**src/rtl/chime_pkg.sv**
```systemverilog
package chime_pkg;
  // Strobes from the sequencing control to the flash datapath
  typedef struct packed {
    logic load;     // capture flash count, restart phase
    logic clear;    // abandon the running sequence
    logic advance;  // step the phase counter by one cycle
  } chimeStrobes_t;
endpackage

```
**src/rtl/chime_datapath.sv**
```systemverilog
module chime_datapath
  import chime_pkg::*;
#(
  parameter int CLK_HZ           = 12_000_000,
  parameter int MIDNIGHT_FLASHES = 24
) (
  input  logic          clk,
  input  logic          rstN,
  input  chimeStrobes_t ctl,
  input  logic          tick1Hz,
  input  logic [3:0]    hourTens,
  input  logic [3:0]    hourUnits,
  input  logic [3:0]    minTens,
  input  logic [3:0]    minUnits,
  input  logic [3:0]    secTens,
  input  logic [3:0]    secUnits,
  output logic          hourMark,
  output logic          lastPhase,
  output logic          lastFlash,
  output logic          lightOn
);
  localparam int HALF    = CLK_HZ / 2;
  localparam int PHASE_W = $clog2(CLK_HZ);
  localparam int FLASH_W = 7;  // holds any two-digit BCD value

  logic [PHASE_W-1:0] phaseCnt;
  logic [FLASH_W-1:0] flashLeft;
  logic [FLASH_W-1:0] hourBin;
  logic [FLASH_W-1:0] startCount;

  assign hourMark = tick1Hz && ({minTens, minUnits, secTens, secUnits} == 16'h0000);

  assign hourBin    = FLASH_W'(hourTens) * FLASH_W'(10) + FLASH_W'(hourUnits);
  assign startCount = (hourBin == '0) ? FLASH_W'(MIDNIGHT_FLASHES) : hourBin;

  assign lastPhase = (phaseCnt == PHASE_W'(CLK_HZ - 1));
  assign lastFlash = (flashLeft == FLASH_W'(1));
  assign lightOn   = (phaseCnt < PHASE_W'(HALF));

  always_ff @(posedge clk or negedge rstN) begin
    if (!rstN) begin
      phaseCnt  <= '0;
      flashLeft <= '0;
    end else if (ctl.load) begin
      phaseCnt  <= '0;
      flashLeft <= startCount;
    end else if (ctl.clear) begin
      phaseCnt  <= '0;
      flashLeft <= '0;
    end else if (ctl.advance) begin
      if (lastPhase) begin
        phaseCnt  <= '0;
        flashLeft <= flashLeft - FLASH_W'(1);
      end else begin
        phaseCnt <= phaseCnt + PHASE_W'(1);
      end
    end
  end
endmodule

```
**src/rtl/chime_control.sv**
```systemverilog
module chime_control
  import chime_pkg::*;
(
  input  logic          clk,
  input  logic          rstN,
  input  logic          hourMark,
  input  logic          adjustActive,
  input  logic          lastPhase,
  input  logic          lastFlash,
  output chimeStrobes_t ctl,
  output logic          busy
);
  always_comb begin
    ctl = '0;
    if (!busy)             ctl.load    = hourMark && !adjustActive;
    else if (adjustActive) ctl.clear   = 1'b1;
    else                   ctl.advance = 1'b1;
  end

  always_ff @(posedge clk or negedge rstN) begin
    if (!rstN)                        busy <= 1'b0;
    else if (!busy)                   busy <= ctl.load;
    else if (adjustActive)            busy <= 1'b0;
    else if (lastPhase && lastFlash)  busy <= 1'b0;
  end
endmodule

```
**src/rtl/hour_chime.sv**
```systemverilog
module hour_chime
  import chime_pkg::*;
#(
  parameter int         CLK_HZ           = 12_000_000,
  parameter int         MIDNIGHT_FLASHES = 24,
  parameter logic [2:0] LIT_MASK         = 3'b010
) (
  input  logic       clk,
  input  logic       rstN,
  input  logic       tick1Hz,
  input  logic [3:0] hourTens,
  input  logic [3:0] hourUnits,
  input  logic [3:0] minTens,
  input  logic [3:0] minUnits,
  input  logic [3:0] secTens,
  input  logic [3:0] secUnits,
  input  logic       adjustActive,
  output logic [2:0] rgbN,
  output logic       busy
);
  chimeStrobes_t ctl;
  logic hourMark, lastPhase, lastFlash, lightOn;

  chime_control ctrl_i (
    .clk(clk), .rstN(rstN), .hourMark(hourMark), .adjustActive(adjustActive),
    .lastPhase(lastPhase), .lastFlash(lastFlash), .ctl(ctl), .busy(busy)
  );

  chime_datapath #(.CLK_HZ(CLK_HZ), .MIDNIGHT_FLASHES(MIDNIGHT_FLASHES)) dp_i (
    .clk(clk), .rstN(rstN), .ctl(ctl), .tick1Hz(tick1Hz),
    .hourTens(hourTens), .hourUnits(hourUnits), .minTens(minTens),
    .minUnits(minUnits), .secTens(secTens), .secUnits(secUnits),
    .hourMark(hourMark), .lastPhase(lastPhase), .lastFlash(lastFlash),
    .lightOn(lightOn)
  );

  assign rgbN = (busy && lightOn && !adjustActive) ? ~LIT_MASK : 3'b111;
endmodule

```
**config.mk**
```make
export PLATFORM = sky130hd
export DESIGN_NAME = hour_chime
export DESIGN_NICKNAME = d
export VERILOG_FILES = /design/src/rtl/chime_pkg.sv /design/src/rtl/chime_datapath.sv /design/src/rtl/chime_control.sv /design/src/rtl/hour_chime.sv
export SDC_FILE = /design/constraint.sdc
export NUM_CORES = 1
export LEC_CHECK = 0
export BUFFER_PORTS_ARGS = -buffer_cell sky130_fd_sc_hd__buf_2
export CORE_AREA = 2 2 65 67
export CTS_CLUSTER_SIZE = 10
export DETAILED_ROUTE_END_ITERATION = 10
export DIE_AREA = 0 0 67 69
export GPL_ROUTABILITY_DRIVEN = 0
export PLACE_DENSITY = 0.8
export SYNTH_ARGS = -nofsm -noshare
export SYNTH_HDL_FRONTEND = slang
export SYNTH_SLANG_ARGS = --single-unit
```
**constraint.sdc**
```tcl
create_clock -name clk -period 5.1 [get_ports clk]
set_input_delay 1.02 -clock clk [delete_from_list [all_inputs] [get_ports clk]]
set_output_delay 1.02 -clock clk [all_outputs]
set_load 0.02 [all_outputs]
```
# Yosys cells after proc, flatten, opt, wreduce, memory -nomap -nowiden
# Index checks and enable logic that the tools add are counted.
# Widths: inputs -> output; s select.
[totals]
reg_bits = 32
wordCells = 38
[op_classes]
mux = 17
eq_ne = 2
reduce_logical = 11
n_mul = 1
magnitude_cmp = 1
addsub = 3
[op_table]
columns = ["cell", "count"]
rows = [
  ["$mux 24", 4],
  ["$mux 7", 5],
  ["$add 24x1->24 const B", 1],
  ["$eq 24x24->1 const B", 1],
  ["$lt 24x23->1 const B", 1],
  ["$logic_not 16->1", 1],
  ["$add 7x4->7", 1],
  ["$eq 7x1->1 const B", 1],
  ["$logic_not 7->1", 1],
  ["$sub 7x1->7 const B", 1],
  ["$mul 4x3->6 const B", 1],
  ["$mux 1", 6],
  ["$reduce_bool 3->1", 2],
  ["$logic_and 1x1->1", 5],
  ["$mux 2", 2],
  ["$reduce_and 2->1", 1],
  ["$logic_not 1->1", 1],
]

# Logic depth before layout (Yosys ltp)
[depth]
word_depth = 6
ltp_mapped = 10
mapped_depth_nobuf = 10

# Cells and area by module
# From an unflattened synthesis, not the netlist that was laid out.
[unflattened]
hier_cells = 271
hier_area_um2 = 2303.5
[by_module_without_submodules]
columns = ["mod", "area_each_um2", "n_inst", "cells_each", "seq_area_each_um2"]
rows = [
  ["chime_datapath", 2218.4, 1, 261, 775.7],
  ["chime_control", 58.8, 1, 6, 25.0],
  ["hour_chime", 26.3, 1, 4, 0.0],
]

# Worst setup path after synthesis
# OpenSTA, ideal clock, no wires.
[synth_timing]
path_kind = "in2reg"
startpoint = "in hourTens[1]"
endpoint = "reg dp_i.flashLeft[4]"
slack_ns = 2.062
arrival_time_ns = 2.962
cell_stages = 10
setup_time_ns = 0.076
path_cell_list = "ha_1 ha_1 inv_1 fa_1 nand2b_1 a21oi_1 xnor2_1 or3_1 o21a_1 o21ai_1"
[synth_via]
elab_chain_len = 5
[synth_lines]
columns = ["element", "line", "text"]
rows = [
  ["start, declared", "hour_chime.sv:11", "input logic [3:0] hourTens,"],
  ["$mul 4x3->6 (*)", "chime_datapath.sv:33", "assign hourBin = FLASH_W'(hourTens) * FLASH_W'(10) + FLASH_W'(hourUnits);"],
  ["$add 7x4->7 (*)", "chime_datapath.sv:33", ""],
  ["$logic_not 7->1", "chime_datapath.sv:34", "assign startCount = (hourBin == '0) ? FLASH_W'(MIDNIGHT_FLASHES) : hourBin;"],
  ["$mux 7 (*)", "chime_datapath.sv:34", ""],
  ["$mux 7 (*)", "chime_datapath.sv:44", "end else if (ctl.load) begin"],
  ["end signal, assigned", "chime_datapath.sv:46", "flashLeft <= startCount;"],
  ["end signal, assigned", "chime_datapath.sv:53", "flashLeft <= flashLeft - FLASH_W'(1);"],
  ["end, declared", "chime_datapath.sv:27", "logic [FLASH_W-1:0] flashLeft;"],
]
# Every way passes the cells marked *; elsewhere a longest branch is shown, timed or not.
# A chain may end at the register's enable or synchronous reset.

# Worst setup path after layout
[layout_timing]
startpoint = "in hourTens[1]"
endpoint = "reg dp_i.flashLeft[3]"
# The elaborated chain is that of the path after synthesis.

==> summary.md <==
| Metric | Value |
|---|---|
| Final cell count without fillers | `343` |
| Clk buf depth | `2` |
| Post-CTS Resized | `0` |
| WP data required | `5.32 ns` |
| Pre-CTS setup slack | `1.823 ns` |
| Worst rel slew slack | `36.68%` |
| Max-cap viol count | `0` |
| Skew final | `0.004546 ns` |
| Switching part of the total | `23.62%` |
| R2R Setup Slk | `2.79 ns` |
| Post-synth EDFFs | `0` |
| R2R Path End | `dp_i.flashLeft[1]$_DFFE_PN0P_` |
| Pint | `384.8 uW` |
| Inserted Clock Buffers | `5` |
| Period minus WS final | `3.025 ns` |
| Reg2Reg Depth | `6` |
| Most common cell in the synthesized netlist | `o21ai_1` |
| Max Slew Vio Count | `0` |
| Worst-path fanout max | `3` |
| Initial Util | `57.26%` |
| Layout cell share with drive strength beyond 1 | `13.99%` |
| Overall routed net length | `4969 um` |
| Ant. Diodes | `0` |
| Root Buffer | `clkbuf_8` |
| Wirelength per Cell | `14.49 um` |
| Hold buffers post-CTS | `0` |
| Iteration count of the initial detailed-routing pass | `4` |
| Drt drc | `0` |
| Compound-Gate Fraction of Synth Area | `24.34%` |
| Total power | `503.7 uW` |
| IR drop worst, VDD | `0.0001240 V` |
| Placed cell area | `0.002369 mm^2` |
| Vert. Die Dim | `69 um` |
| Sequential power share | `50.4%` |
| Nets | `332` |
| Pwr dens | `204.9 mW/mm^2` |
| DIE WIDTH | `67 um` |
| GRT Overall Usage | `24.35%` |
| Mux contribution to synthesized area | `0%` |
| Ports | `32` |
| GR Overflow Total | `0` |
| Synth Register Bits | `32` |
| # Post-CTS Setup Buffers | `0` |
| Core footprint | `0.003914 mm^2` |
| DR iter-0 viols | `174` |
| Post-Synth Adder-Cell Area | `7.370%` |
| Clock share of power | `40.2%` |
| Dpl cells | `335` |
| Commonest cells post-synth | `42 x o21ai_1, 32 x dfrtp_1, 21 x nor2_1` |
| Xor and xnor area share after synthesis | `1.954%` |
| Synth area leaders | `dfrtp_1 36%, o21ai_1 9.4%, ha_1 5.6%` |
| Crit path capture type | `flop` |
| Status | `complete, no violations` |
| Post-route cell area | `0.002459 mm^2` |
| Ys flop type | `dfrtp_1` |
| Post-synthesis cell type count | `49` |
| Final period util | `59.30%` |
| Largest family of logic cells by synthesized area | `simple AND/OR/NAND/NOR gates` |
| Initial antenna violation count | `0` |
| LEAKAGE | `1.074 nW` |
| Htree depth | `2` |
| Critical Path Start Type | `primary input` |
| Share of the synthesized area in the top cell type | `35.73%` |
| Worst R2R Start | `dp_i.phaseCnt[15]$_DFFE_PN0P_` |
| I/O Buffers | `29` |
| Gate Count Post-Synth | `269` |
| Setup TNS | `0 ns` |
| Post-synth ARST share | `100.0%` |
| Worst path arrival time | `3.25 ns` |
| Area leader, netlist | `dfrtp_1` |
| RSZ-0062 raised after global routing | `no` |
| Final HPWL DP | `3487 um` |
| Combinational power share | `9.4%` |
| Remaining antenna violation count after routing | `0` |
| Syn. warnings | `0` |
| Core Util, Final | `62.82%` |
| Final setup vio count | `0` |
| Clock sinks | `32` |
| Vias | `2111` |
| Worst skew pair latency | `0.28 ns` |
| Via density | `6.155` |
| Slew @ Worst Pin | `0.9499 ns` |
| Fin worst setup slack | `2.075 ns` |
| CTS clock-pin slew for the worst setup and hold paths | `0.07 ns` |
| Mapped cell area | `0.002241 mm^2` |
| Simple-gate share of the synthesized area | `24.68%` |
| Area Overhead vs Synth | `9.715%` |
| Global-route wire length before repair | `8907 um` |
| Sequential share of the synthesized area | `35.73%` |
| F_max | `330.6 MHz` |
| Final hold vios | `0` |
| Hold slack | `0.4879 ns` |
| CP Launch Point | `hourTens[1]` |
| Die Area | `0.004623 mm^2` |
| Standard-cell rows | `23` |
| CTS tree | `built` |
| Crit path to | `dp_i.flashLeft[3]$_DFFE_PN0P_` |
| Vias in the first global route | `2075` |
| Switching power | `119.0 uW` |
| Avg Synthesized Cell Area | `8.330 um^2` |
| Min-Delay Path Class | `flop to flop` |
| Pin count of the biggest net entering global routing | `33` |
| Critical path type | `primary input to flop` |
==> power by group through the flow <==
stage / sequential, mW / clock [mW] / combinational (mW)
finish: 0.254 / 0.203 / 0.0473
global route: 0.254 / 0.219 / 0.0543
CTS: 0.254 / 0.205 / 0.0481
detailed placement: 0.259 / 0 / 0.0475
global placement: 0.259 / 0 / 0.0463
floorplan: 0.259 / 0 / 0.0270
==> layout by cell type (no fill, tap or decap), types with 2 or more instances in the layout <==
cell type,instances
o21ai_1,42
dfrtp_1,32
buf_2,29
nor2_1,21
nand2_1,18
a21oi_1,13
inv_1,12
nand4_1,11
ha_1,10
nor3_1,9
nand3_1,9
o21ai_0,8
a31oi_1,8
nor4_1,6
clkbuf_8,6
o31ai_1,5
and3_1,4
or3_1,4
xor2_1,4
nor2b_1,3
a21o_1,3
nand2b_1,2
nand3b_1,2
and2_1,2
and2_0,2
o41ai_1,2
a211oi_1,2
fa_1,2
conb_1,2
clkbuf_1,2
==> layer usage <==
| metal | GRT usage (%) | vias up | part of all wire, % |
|---|---|---|---|
| li1 | - | 1032 | - |
| met1 | 30.68 | 1002 | 44 |
| met5 | 0 | - | 0 |
| met3 | 4.078 | 9 | 4.5 |
| met2 | 39.05 | 68 | 49 |
| met4 | 12.93 | 0 | 2.0 |
==> worst max-delay path: stages <==
cell and delay (ns):
buf_2 0.12, ha_1 0.29, ha_1 0.19, inv_1 0.06, fa_1 0.43, nand2b_1 0.16, a21oi_1 0.16, xnor2_1 0.11
or3_1 0.40, o21ai_0 0.18, a21o_1 0.14
==> worst min path at each step <==
stage                                  startpoint                       endpoint  slack (ns)  depth (start not counted)
floorplan           dp_i.phaseCnt[17]$_DFFE_PN0P_  dp_i.phaseCnt[17]$_DFFE_PN0P_        0.45                          1
global placement    dp_i.phaseCnt[17]$_DFFE_PN0P_  dp_i.phaseCnt[17]$_DFFE_PN0P_        0.48                          1
detailed placement  dp_i.phaseCnt[17]$_DFFE_PN0P_  dp_i.phaseCnt[17]$_DFFE_PN0P_        0.48                          1
CTS                 dp_i.phaseCnt[17]$_DFFE_PN0P_  dp_i.phaseCnt[17]$_DFFE_PN0P_        0.49                          1
global route        dp_i.phaseCnt[17]$_DFFE_PN0P_  dp_i.phaseCnt[17]$_DFFE_PN0P_        0.51                          1
finish              dp_i.phaseCnt[17]$_DFFE_PN0P_  dp_i.phaseCnt[17]$_DFFE_PN0P_        0.49                          1
==> area by class of cell <==
type | count | area, um^2
repair buffers | 29 | 145.1
clock buffers | 8 | 90.09
flip-flops and latches | 32 | 800.8
well taps | 50 | 62.56
inverters | 12 | 45.04
fillers | 338 | 1455
multi-input cells | 212 | 1315
==> logic make-up (layout without fill, tap and decap cells) <==
kind of cell | count (synthesis) | in the layout
AO/OA/AOI/OAI | 92 | 92
XOR/XNOR | 5 | 5
adder cells (fa/ha/maj) | 12 | 12
buffers and inverters | 26 | 49
flip-flops | 32 | 32
other | 1 | 2
AND/OR/NAND/NOR | 101 | 101
==> sequential cells by signal (all words and copies together), names as in the netlist <==
name            flops
dp_i.phaseCnt      24
dp_i.flashLeft      7
ctrl_i.busy         1
Note: power is estimated with default switching activity, not from simulation.
